[src/rtl/lge_pkg.sv]
package lge_pkg;
  typedef enum logic [2:0] {
    ST_IDLE,
    ST_READ,
    ST_PLACE,
    ST_FLUSH,
    ST_DONE,
    ST_HALT
  } lge_state_t;
endpackage

[src/rtl/lge_fault_limit.sv]
module lge_fault_limit #(
  parameter int NUM_CHUNKS = 4,
  parameter int MAX_FAULTS = 2
) (
  input  logic [NUM_CHUNKS-1:0] vec_i,
  output logic                  over_o
);
  localparam int CW = $clog2(NUM_CHUNKS + 1);

  logic [CW-1:0] ones;

  always_comb begin
    ones = '0;
    for (int c = 0; c < NUM_CHUNKS; c++) begin
      ones = ones + CW'(vec_i[c]);
    end
  end

  assign over_o = (32'(ones) > MAX_FAULTS);
endmodule

[src/rtl/lge_fit_select.sv]
module lge_fit_select #(
  parameter int NUM_CHUNKS = 4,
  parameter int MAX_GROUPS = 4,
  parameter int GRP_W      = 2
) (
  input  logic [MAX_GROUPS-1:0]                 valid_i,
  input  logic [MAX_GROUPS-1:0][NUM_CHUNKS-1:0] masks_i,
  input  logic [NUM_CHUNKS-1:0]                 vec_i,
  output logic                                  hit_o,
  output logic [GRP_W-1:0]                      idx_o
);
  logic [MAX_GROUPS-1:0] fit;

  for (genvar g = 0; g < MAX_GROUPS; g++) begin : g_fit
    assign fit[g] = valid_i[g] && ((masks_i[g] & vec_i) == '0);
  end

  // lowest fitting group wins
  always_comb begin
    hit_o = 1'b0;
    idx_o = '0;
    for (int g = MAX_GROUPS - 1; g >= 0; g--) begin
      if (fit[g]) begin
        hit_o = 1'b1;
        idx_o = GRP_W'(g);
      end
    end
  end
endmodule

[src/rtl/lge_group_table.sv]
module lge_group_table #(
  parameter int NUM_CHUNKS = 4,
  parameter int MAX_GROUPS = 4,
  parameter int GRP_W      = 2,
  parameter int CNT_W      = 3,
  parameter int OWN_W      = 4
) (
  input  logic                                  clk,
  input  logic                                  rst_n,
  input  logic                                  clr_i,
  input  logic                                  open_i,
  input  logic                                  join_i,
  input  logic [GRP_W-1:0]                      grp_i,
  input  logic [NUM_CHUNKS-1:0]                 vec_i,
  input  logic [OWN_W-1:0]                      owner_code_i,
  input  logic [GRP_W-1:0]                      rd_grp_i,
  output logic [MAX_GROUPS-1:0]                 valid_o,
  output logic [MAX_GROUPS-1:0][NUM_CHUNKS-1:0] masks_o,
  output logic [CNT_W-1:0]                      cnt_o,
  output logic [NUM_CHUNKS*OWN_W-1:0]           rd_owner_o
);
  logic [MAX_GROUPS-1:0]                       valid_q, valid_d;
  logic [MAX_GROUPS-1:0][NUM_CHUNKS-1:0]       mask_q, mask_d;
  logic [MAX_GROUPS-1:0][NUM_CHUNKS*OWN_W-1:0] own_q, own_d;
  logic [CNT_W-1:0]                            cnt_q, cnt_d;
  logic [GRP_W-1:0]                            new_idx;

  assign new_idx = cnt_q[GRP_W-1:0];

  always_comb begin
    valid_d = valid_q;
    mask_d  = mask_q;
    own_d   = own_q;
    cnt_d   = cnt_q;
    if (clr_i) begin
      valid_d = '0;
      mask_d  = '0;
      own_d   = '0;
      cnt_d   = '0;
    end else if (open_i) begin
      valid_d[new_idx] = 1'b1;
      mask_d[new_idx]  = vec_i;
      own_d[new_idx]   = '0;
      cnt_d            = cnt_q + CNT_W'(1);
    end else if (join_i) begin
      mask_d[grp_i] = mask_q[grp_i] | vec_i;
      for (int c = 0; c < NUM_CHUNKS; c++) begin
        if (vec_i[c]) own_d[grp_i][c*OWN_W +: OWN_W] = owner_code_i;
      end
    end
  end

  always_ff @(posedge clk or negedge rst_n) begin
    if (!rst_n) begin
      valid_q <= '0;
      mask_q  <= '0;
      own_q   <= '0;
      cnt_q   <= '0;
    end else if (clr_i || open_i || join_i) begin
      valid_q <= valid_d;
      mask_q  <= mask_d;
      own_q   <= own_d;
      cnt_q   <= cnt_d;
    end
  end

  assign valid_o    = valid_q;
  assign masks_o    = mask_q;
  assign cnt_o      = cnt_q;
  assign rd_owner_o = own_q[rd_grp_i];

  // a join only ever lands on an open group with no shared faulty chunk
  a_r3_join_no_collision: assert property (@(posedge clk) disable iff (!rst_n)
    join_i |-> (valid_q[grp_i] && ((mask_q[grp_i] & vec_i) == '0)));

  // a group is never opened past the budget
  a_r6_no_overflow: assert property (@(posedge clk) disable iff (!rst_n)
    open_i |-> (32'(cnt_q) < MAX_GROUPS));
endmodule

[src/rtl/line_group_engine.sv]
module line_group_engine
  import lge_pkg::*;
#(
  parameter int NUM_LINES  = 8,
  parameter int NUM_CHUNKS = 4,
  parameter int MAX_GROUPS = 4,
  parameter int MAX_FAULTS = 2,
  localparam int LINE_W = (NUM_LINES > 1) ? $clog2(NUM_LINES) : 1,
  localparam int GRP_W  = (MAX_GROUPS > 1) ? $clog2(MAX_GROUPS) : 1,
  localparam int OWN_W  = $clog2(NUM_LINES + 1)
) (
  input  logic                        clk,
  input  logic                        rst_n,
  input  logic                        start_i,
  output logic                        fv_rd_o,
  output logic [LINE_W-1:0]           fv_addr_o,
  input  logic [NUM_CHUNKS-1:0]       fv_data_i,
  output logic                        mm_we_o,
  output logic [LINE_W-1:0]           mm_line_o,
  output logic [GRP_W-1:0]            mm_group_o,
  output logic                        mm_sacr_o,
  output logic                        fm_we_o,
  output logic [GRP_W-1:0]            fm_group_o,
  output logic [NUM_CHUNKS*OWN_W-1:0] fm_data_o,
  output logic                        done_o,
  output logic                        fail_o
);
  localparam int CNT_W = $clog2(MAX_GROUPS + 1);

  lge_state_t  state_q, state_d;
  logic [LINE_W-1:0] line_q, line_d;
  logic [GRP_W-1:0]  flush_q, flush_d;
  logic              fail_q, fail_d;

  logic                                  over;
  logic                                  hit;
  logic [GRP_W-1:0]                      hit_idx;
  logic [MAX_GROUPS-1:0]                 grp_valid;
  logic [MAX_GROUPS-1:0][NUM_CHUNKS-1:0] grp_masks;
  logic [CNT_W-1:0]                      grp_cnt;
  logic                                  can_open, placing, place_ok;
  logic                                  do_open, do_join, do_clr;

  lge_fault_limit #(
    .NUM_CHUNKS (NUM_CHUNKS),
    .MAX_FAULTS (MAX_FAULTS)
  ) u_limit (
    .vec_i  (fv_data_i),
    .over_o (over)
  );

  lge_fit_select #(
    .NUM_CHUNKS (NUM_CHUNKS),
    .MAX_GROUPS (MAX_GROUPS),
    .GRP_W      (GRP_W)
  ) u_select (
    .valid_i (grp_valid),
    .masks_i (grp_masks),
    .vec_i   (fv_data_i),
    .hit_o   (hit),
    .idx_o   (hit_idx)
  );

  lge_group_table #(
    .NUM_CHUNKS (NUM_CHUNKS),
    .MAX_GROUPS (MAX_GROUPS),
    .GRP_W      (GRP_W),
    .CNT_W      (CNT_W),
    .OWN_W      (OWN_W)
  ) u_table (
    .clk          (clk),
    .rst_n        (rst_n),
    .clr_i        (do_clr),
    .open_i       (do_open),
    .join_i       (do_join),
    .grp_i        (hit_idx),
    .vec_i        (fv_data_i),
    .owner_code_i (OWN_W'(line_q) + OWN_W'(1)),
    .rd_grp_i     (flush_q),
    .valid_o      (grp_valid),
    .masks_o      (grp_masks),
    .cnt_o        (grp_cnt),
    .rd_owner_o   (fm_data_o)
  );

  assign can_open = (32'(grp_cnt) < MAX_GROUPS);
  assign placing  = (state_q == ST_PLACE);
  assign place_ok = placing && !over && (hit || can_open);
  assign do_join  = placing && !over && hit;
  assign do_open  = placing && !over && !hit && can_open;
  assign do_clr   = (state_q == ST_IDLE) && start_i;

  // next-state process
  always_comb begin
    state_d = state_q;
    line_d  = line_q;
    flush_d = flush_q;
    fail_d  = fail_q;
    unique case (state_q)
      ST_IDLE: begin
        if (start_i) begin
          state_d = ST_READ;
          line_d  = '0;
          fail_d  = 1'b0;
        end
      end
      ST_READ: state_d = ST_PLACE;
      ST_PLACE: begin
        if (!place_ok) begin
          state_d = ST_HALT;
          fail_d  = 1'b1;
        end else if (line_q == LINE_W'(NUM_LINES - 1)) begin
          state_d = ST_FLUSH;
          flush_d = '0;
        end else begin
          state_d = ST_READ;
          line_d  = line_q + LINE_W'(1);
        end
      end
      ST_FLUSH: begin
        if (CNT_W'(flush_q) == grp_cnt - CNT_W'(1)) state_d = ST_DONE;
        else flush_d = flush_q + GRP_W'(1);
      end
      ST_DONE: state_d = ST_HALT;
      ST_HALT: state_d = ST_HALT;
      default: state_d = ST_HALT;
    endcase
  end

  // register process
  always_ff @(posedge clk or negedge rst_n) begin
    if (!rst_n) begin
      state_q <= ST_IDLE;
      line_q  <= '0;
      flush_q <= '0;
      fail_q  <= 1'b0;
    end else begin
      state_q <= state_d;
      line_q  <= line_d;
      flush_q <= flush_d;
      fail_q  <= fail_d;
    end
  end

  assign fv_rd_o    = (state_q == ST_READ);
  assign fv_addr_o  = line_q;
  assign mm_we_o    = place_ok;
  assign mm_line_o  = line_q;
  assign mm_group_o = hit ? hit_idx : grp_cnt[GRP_W-1:0];
  assign mm_sacr_o  = !hit;
  assign fm_we_o    = (state_q == ST_FLUSH);
  assign fm_group_o = flush_q;
  assign done_o     = (state_q == ST_DONE);
  assign fail_o     = fail_q;

  // a memory-map write never carries an over-limit fault vector
  a_r7_fault_limit: assert property (@(posedge clk) disable iff (!rst_n)
    mm_we_o |-> ($countones(fv_data_i) <= MAX_FAULTS));

  // completion is a single-cycle pulse
  a_r8_done_pulse: assert property (@(posedge clk) disable iff (!rst_n)
    done_o |=> !done_o);

  // failure is sticky until reset
  a_r6_fail_sticky: assert property (@(posedge clk) disable iff (!rst_n)
    fail_o |=> fail_o);

  // nothing moves after completion or failure
  a_r9_halt_quiet: assert property (@(posedge clk) disable iff (!rst_n)
    (done_o || fail_o) |=> (!fv_rd_o && !mm_we_o && !fm_we_o));

  // each read is followed by a placement cycle, not another read
  a_r10_read_spacing: assert property (@(posedge clk) disable iff (!rst_n)
    fv_rd_o |=> !fv_rd_o);
endmodule

[config.mk]
export PLATFORM = sky130hd
export DESIGN_NAME = line_group_engine
export DESIGN_NICKNAME = d
export VERILOG_FILES = /design/src/rtl/lge_pkg.sv /design/src/rtl/lge_fault_limit.sv /design/src/rtl/lge_fit_select.sv /design/src/rtl/lge_group_table.sv /design/src/rtl/line_group_engine.sv
export SDC_FILE = /design/constraint.sdc
export NUM_CORES = 1
export LEC_CHECK = 0
export BUFFER_PORTS_ARGS = -buffer_cell sky130_fd_sc_hd__buf_2
export CELL_PAD_IN_SITES_DETAIL_PLACEMENT = 1
export CELL_PAD_IN_SITES_GLOBAL_PLACEMENT = 2
export CORE_UTILIZATION = 37
export DETAILED_ROUTE_END_ITERATION = 16
export PLACE_DENSITY = 0.89
export SYNTH_ARGS = -nofsm -noshare
export SYNTH_HDL_FRONTEND = slang
export SYNTH_SLANG_ARGS = --single-unit
[constraint.sdc]
create_clock -name clk -period 3.2 [get_ports clk]
set_clock_uncertainty 0.15 [all_clocks]
set_input_delay 0.64 -clock clk [delete_from_list [all_inputs] [get_ports clk]]
set_output_delay 0.64 -clock clk [all_outputs]
set_load 0.02 [all_outputs]
==> results.cfg, run 1 <==
[synthesis]
ys_types = 66
netlist.area_leader.share_pct = 47.4
synthFlopType = dfrtp_1
synth-seq-area-share_pct = 47.4
synth_seq_cells = 96
yosys.area.top_type = dfrtp_1
syn_nets = 464
synth_area_leaders = dfrtp_1 47%, mux4_2 7.1%, a32o_1 5.9%
async_reset_ff_share_pct = 100
netlist_instances = 447
ys_warn_count = 0
syn_area_per_cell_um2 = 11.3
syn_area_um2 = 5060
synth_edf_count = 0

[floorplanning]
die_x_um = 119
initial_core_util_pct = 38.1
die-area_um2 = 14200
fp-row-count = 42
coreArea_um2 = 13300
io_pins = 39
die_y_um = 119

[clock_tree]
numCtsBuffers = 9
h-tree-depth = 3
holdBufCountCts = 0
path_clk_slew_ns = 0.06
cts_buffer_depth = 2
tritoncts = yes
numClockSinks = 96
root_buffer = clkbuf_16
clk_latency_ns = 0.35

[detailed_routing]
routedWlPerCell_um = 22.2
vias_per_cell = 6.16
drt_first_iter_violations = 364
finalWirelength_um = 15600
post-route-drc-count = 0
via_count = 4331
drtPass1Iterations = 6
drtAntennaViolNets = 0

[layout]
syn_to_final_growth_pct = 22.3
fin_cells = 703
antennaDiodeCount = 0
nNetsFinal = 539
fillers = 1450
layout_commonest_cell = dfrtp_1
final_cell_mix = 96 x dfrtp_1, 58 x buf_4, 34 x nand2_1
drive_above_1_share_pct = 31.1

[timing]
drv_slew = 0
fin_crit_ns = 3.25
fin_crit_sh_pct = 102
hold_viol = 0
setup_violations = 1
tightest_slew_ns = 0.845
fmax_mhz = 307
worst_slack_ns = -0.0544
rsz0062_at_grt = true
slew_headroom_pct = 43.7

[worst_setup_path]
cp_cell_sequence = buf_8, ha_4, inv_2, fa_2, ha_4, nand3b_1, a21o_4, a21oi_4, buf_6
rr_startpoint = u_table.masks_o[6]
cp.arrival_ns = 2.46
worst-path-max-fanout = 3
cp.required_ns = 2.41
critPathKind = in2out
crit_start = fv_data_i[0]
start_kind = input pin
slowest_stage = fa_2
critical-path-max-stage-delay_ns = 0.42
worst_path_most_repeated_cell = ha_4
crit_path_end_kind = primary output

[power_and_ir_drop]
pwr_density_cell_nw_per_um2 = 674
power_uw = 4180
leakage_uw = 0.00270
irDropWorstVdd_uv = 290

[grt]
antenna_found_initial = 0
first_global_vias = 4566
grt_max_degree = 64
gr-total-overflow = 0
grt_pass1_wl_um = 25800
grt_use_total_pct = 23.6

[hold_path]
hold_class = in2async

[placement]
dp_hpwl_um = 11200
place.gp.congestion = 0.878
dp.cells = 683
numPortBuffers = 38

[outcome]
violations = setup timing
status = finished, violations left

[flow_run]
maxCapViolCount = 0
layer usage:
layer,routed length (um),global-route usage (%),share of wire (%),up-vias
met5,0,0,0,-
met4,379,9.65,2.4,0
met3,725,3.74,4.6,34
li1,-,-,-,1893
met2,7330,36.8,47,152
met1,7180,32.6,46,2252
through the flow:
step	setup TNS, ns	instance area, um^2	util (%)	hold slack, ns	setup slack, ns
after floorplan	0	5070	-	0.194	0.0392
after global placement	-14.58	5780	43.5	0.320	-0.377
after detailed placement	-17.09	5780	43.5	0.323	-0.440
after CTS	-0.00643	6100	45.9	0.265	-0.00643
after global routing	-0.824	6190	46.6	0.303	-0.0965
final	-0.0544	6190	46.6	0.223	-0.0544
final timing paths:
check,endpoint,slack [ns],cells after the start
max,mm_we_o,-0.05,9
min reg2reg,u_table.own_q[51],0.34,1
max reg2reg,u_table.own_q[44],0.43,7
min in group clk,u_table.own_q[51],0.34,1
min,u_table.cnt_o[1],0.22,1
max in group asynchronous,u_table.own_q[9],2.02,2
cells in the mapped netlist, drive strengths merged, types with 3 or more instances:
master / number
ha: 9
nand3: 18
nor2: 16
and3: 4
o211ai: 4
o21ai: 18
a21oi: 20
mux4: 16
o2bb2ai: 16
a222oi: 3
nor3: 8
clkbuf: 18
nand2: 44
inv: 11
a22o: 26
nor3b: 4
and2: 8
dfrtp: 96
a32o: 30
buf: 15
a31oi: 8
o21a: 9
a221o: 4
worst max-delay path, delay by kind of cell:
kind | cells | cell delay (ns)
AO/OA/AOI/OAI | 2 | 0.44
AND/OR/NAND/NOR | 1 | 0.17
adder cells (fa/ha/maj) | 3 | 0.94
buffers and inverters | 3 | 0.27
power breakdown:
group / switching, uW / internal, uW
Combinational: 984 / 645
Clock: 487 / 559
Sequential: 144 / 1360
layout make-up:
class / instances / area (um^2) / area share [%]
multi-input combinational: 307 / 2550 / 41.2
clock inverter: 4 / 36.3 / 0.586
sequential: 96 / 2400 / 38.8
inverter: 11 / 41.3 / 0.667
tap: 176 / 220 / 3.56
timing repair buffer: 97 / 698 / 11.3
clock buffer: 12 / 246 / 3.98
kinds of logic after synthesis:
group / count (synthesis) / share of synthesized area (%)
XOR/XNOR: 3 / 0.519
flip-flops: 96 / 47.4
multiplexers: 17 / 7.31
adder cells (fa/ha/maj): 10 / 2.62
AO/OA/AOI/OAI: 161 / 26.0
buffers and inverters: 44 / 3.85
AND/OR/NAND/NOR: 116 / 12.3
registers in the layout, indices dropped and copies added, names as in the netlist:
name	count
u_table.cnt_o	3
fm_group_o	2
u_table.masks_o	16
state_q	3
fail_o	1
u_table.own_q	64
fv_addr_o	3
u_table.valid_o	4
timing repair:
item | 4_1_cts | 5_1_grt
pin swaps | 2 | 9
endpoints found under the setup margin | 5 | 41
gates cloned | 0 | 0
hold endpoints to repair | 0 | 0
setup buffers | 2 | 2
resized for setup | 6 | 17
(Power assumes the default switching activity.)
==> inputs of run 2 (changes only) <==
--- a/config.mk
+++ b/config.mk
@@ -8,9 +8,9 @@
 export BUFFER_PORTS_ARGS = -buffer_cell sky130_fd_sc_hd__buf_2
 export CELL_PAD_IN_SITES_DETAIL_PLACEMENT = 1
 export CELL_PAD_IN_SITES_GLOBAL_PLACEMENT = 2
-export CORE_UTILIZATION = 37
+export CORE_UTILIZATION = 44
 export DETAILED_ROUTE_END_ITERATION = 16
-export PLACE_DENSITY = 0.89
+export PLACE_DENSITY = 0.95
 export SYNTH_ARGS = -nofsm -noshare
 export SYNTH_HDL_FRONTEND = slang
 export SYNTH_SLANG_ARGS = --single-unit
==> constraint.sdc (replaced) <==
create_clock -name clk -period 4.15 [get_ports clk]
set_clock_uncertainty 0.15 [all_clocks]
set_input_delay 0.83 -clock clk [delete_from_list [all_inputs] [get_ports clk]]
set_output_delay 0.83 -clock clk [all_outputs]
set_load 0.02 [all_outputs]
==> run 2 against run 1 <==
Effect of this change: the run now ends clean; sequential share of layout area up 3.0 points; clock-buffer cell count decreased by 3; routed wire length is 1.7% higher; die area shrank 16%; clock power down 19%; largest cell class unchanged; cell area fell by 7.3%; worst hold slack got worse by 0.0049 ns; non-clock buffer count shrank 37; power shrank 25%; worst setup slack better by 0.41 ns; largest power group is now registers; sequential power is 21% lower; first-iteration DRC count up 20%.
==> results.cfg, run 2 (synthesis gave the netlist of run 1 again) <==
[detailed_routing]
met2_length_um = 7520
met1Wirelength_um = 6710
finalWirelength_um = 15900
post-route-drc-count = 0
drtPass1Iterations = 5
routedWlPerCell_um = 25.2
vias_per_cell = 6.80
routed-wl-met3_um = 923
drtAntennaViolNets = 0
highest_layer = met4
via_count = 4285
drt_first_iter_violations = 435

[layout]
largest_register_ffs = 64
final_cell_mix = 96 x dfrtp_1, 37 x buf_2, 36 x nand2_1
nNetsFinal = 502
syn_to_final_growth_pct = 13.4
antennaDiodeCount = 0
regMostFlops = u_table.own_q
layout_commonest_cell = dfrtp_1
drive_above_1_share_pct = 23.7

[timing]
slew_headroom_pct = 47.8
rsz0062_at_grt = false
drv_slew = 0
setup_violations = 0
worst_slack_ns = 0.360
fmax_mhz = 264
fin_crit_ns = 3.79
hold_viol = 0
fin_crit_sh_pct = 91.3
tightest_slew_ns = 0.776
tns_ns = 0

[floorplanning]
io_pins = 39
die_x_um = 109
die-area_um2 = 11900
coreArea_um2 = 11000
fp-row-count = 38
initial_core_util_pct = 45.9
die_y_um = 109

[clock_tree]
cts_setup_buffers = 0
path_clk_slew_ns = 0.07
numCtsBuffers = 9
h-tree-depth = 3
tritoncts = yes
cts_buffer_depth = 2
clk_latency_ns = 0.35
ctsResizeCount = 0
root_buffer = clkbuf_16
numClockSinks = 96
holdBufCountCts = 0

[grt]
gr-total-overflow = 0
grt_pass1_wl_um = 25100
antenna_found_initial = 0
grt_max_degree = 39
grt_use_total_pct = 28.7
first_global_vias = 4502

[power_and_ir_drop]
power_uw = 3150
pwr_density_cell_nw_per_um2 = 548
irDropWorstVdd_uv = 263
leakage_uw = 0.00251

[worst_setup_path]
worst-path-max-fanout = 7
critPathKind = in2out
start_kind = input pin
rr_worst_depth = 6
cp.arrival_ns = 2.81
cp.required_ns = 3.17
crit_path_end_kind = primary output

[placement]
place.gp.congestion = 0.894
numPortBuffers = 38
dp_hpwl_um = 10800
dp_slack_ns = 0.295

[flow_run]
maxCapViolCount = 0

[hold_path]
hold_class = in2async

[outcome]
status = finished clean
## run 2: worst max-delay path, cell delays in order
cell and delay [ns]:
buf_2 0.11, ha_1 0.28, inv_1 0.05, fa_1 0.38
ha_1 0.29, nand3b_1 0.16, a21o_1 0.33, a21oi_2 0.18
buf_2 0.19
## run 2: power breakdown
part           switching (uW)  internal, uW
sequential                150          1040
clock                     421           425
combinational             703           405
total                    1270          1870
## run 2: layer usage
metal  up-vias  global-route usage (%)
li1       1819                       -
met1      2223                    37.9
met2       190                    45.1
met3        53                    4.51
met4         0                    16.1
met5         -                       0
## run 2: metrics by stage
stage | util, % | hold slack (ns) | std cells | instance area [um^2]
after global routing | 52.1 | 0.246 | 630 | 5740
final | 52.1 | 0.218 | 630 | 5740
after detailed placement | 49.4 | 0.323 | 614 | 5440
after global placement | 49.4 | 0.318 | 614 | 5440
after floorplan | - | 0.301 | 447 | 5060
after CTS | 52.1 | 0.227 | 630 | 5740
## run 2: cell type report
class / instances / area (um^2)
clock buffer: 9 / 225
clock inverter: 7 / 75.1
fill: 1200 / 5290
inverter: 11 / 41.3
multi-input combinational: 307 / 2470
sequential: 96 / 2400
tap: 140 / 175
timing repair buffer: 60 / 358
## run 2: worst paths after layout
path                                           end                from  slack, ns
worst max-delay path                       mm_we_o        fv_data_i[0]       0.36
worst min-delay path            u_table.valid_o[3]               rst_n       0.22
worst max register to register   u_table.own_q[41]  u_table.masks_o[6]       1.11
worst min register to register   u_table.own_q[53]   u_table.own_q[53]       0.34
max in group asynchronous        u_table.own_q[44]               rst_n       2.83
min in group clk                 u_table.own_q[53]   u_table.own_q[53]       0.34
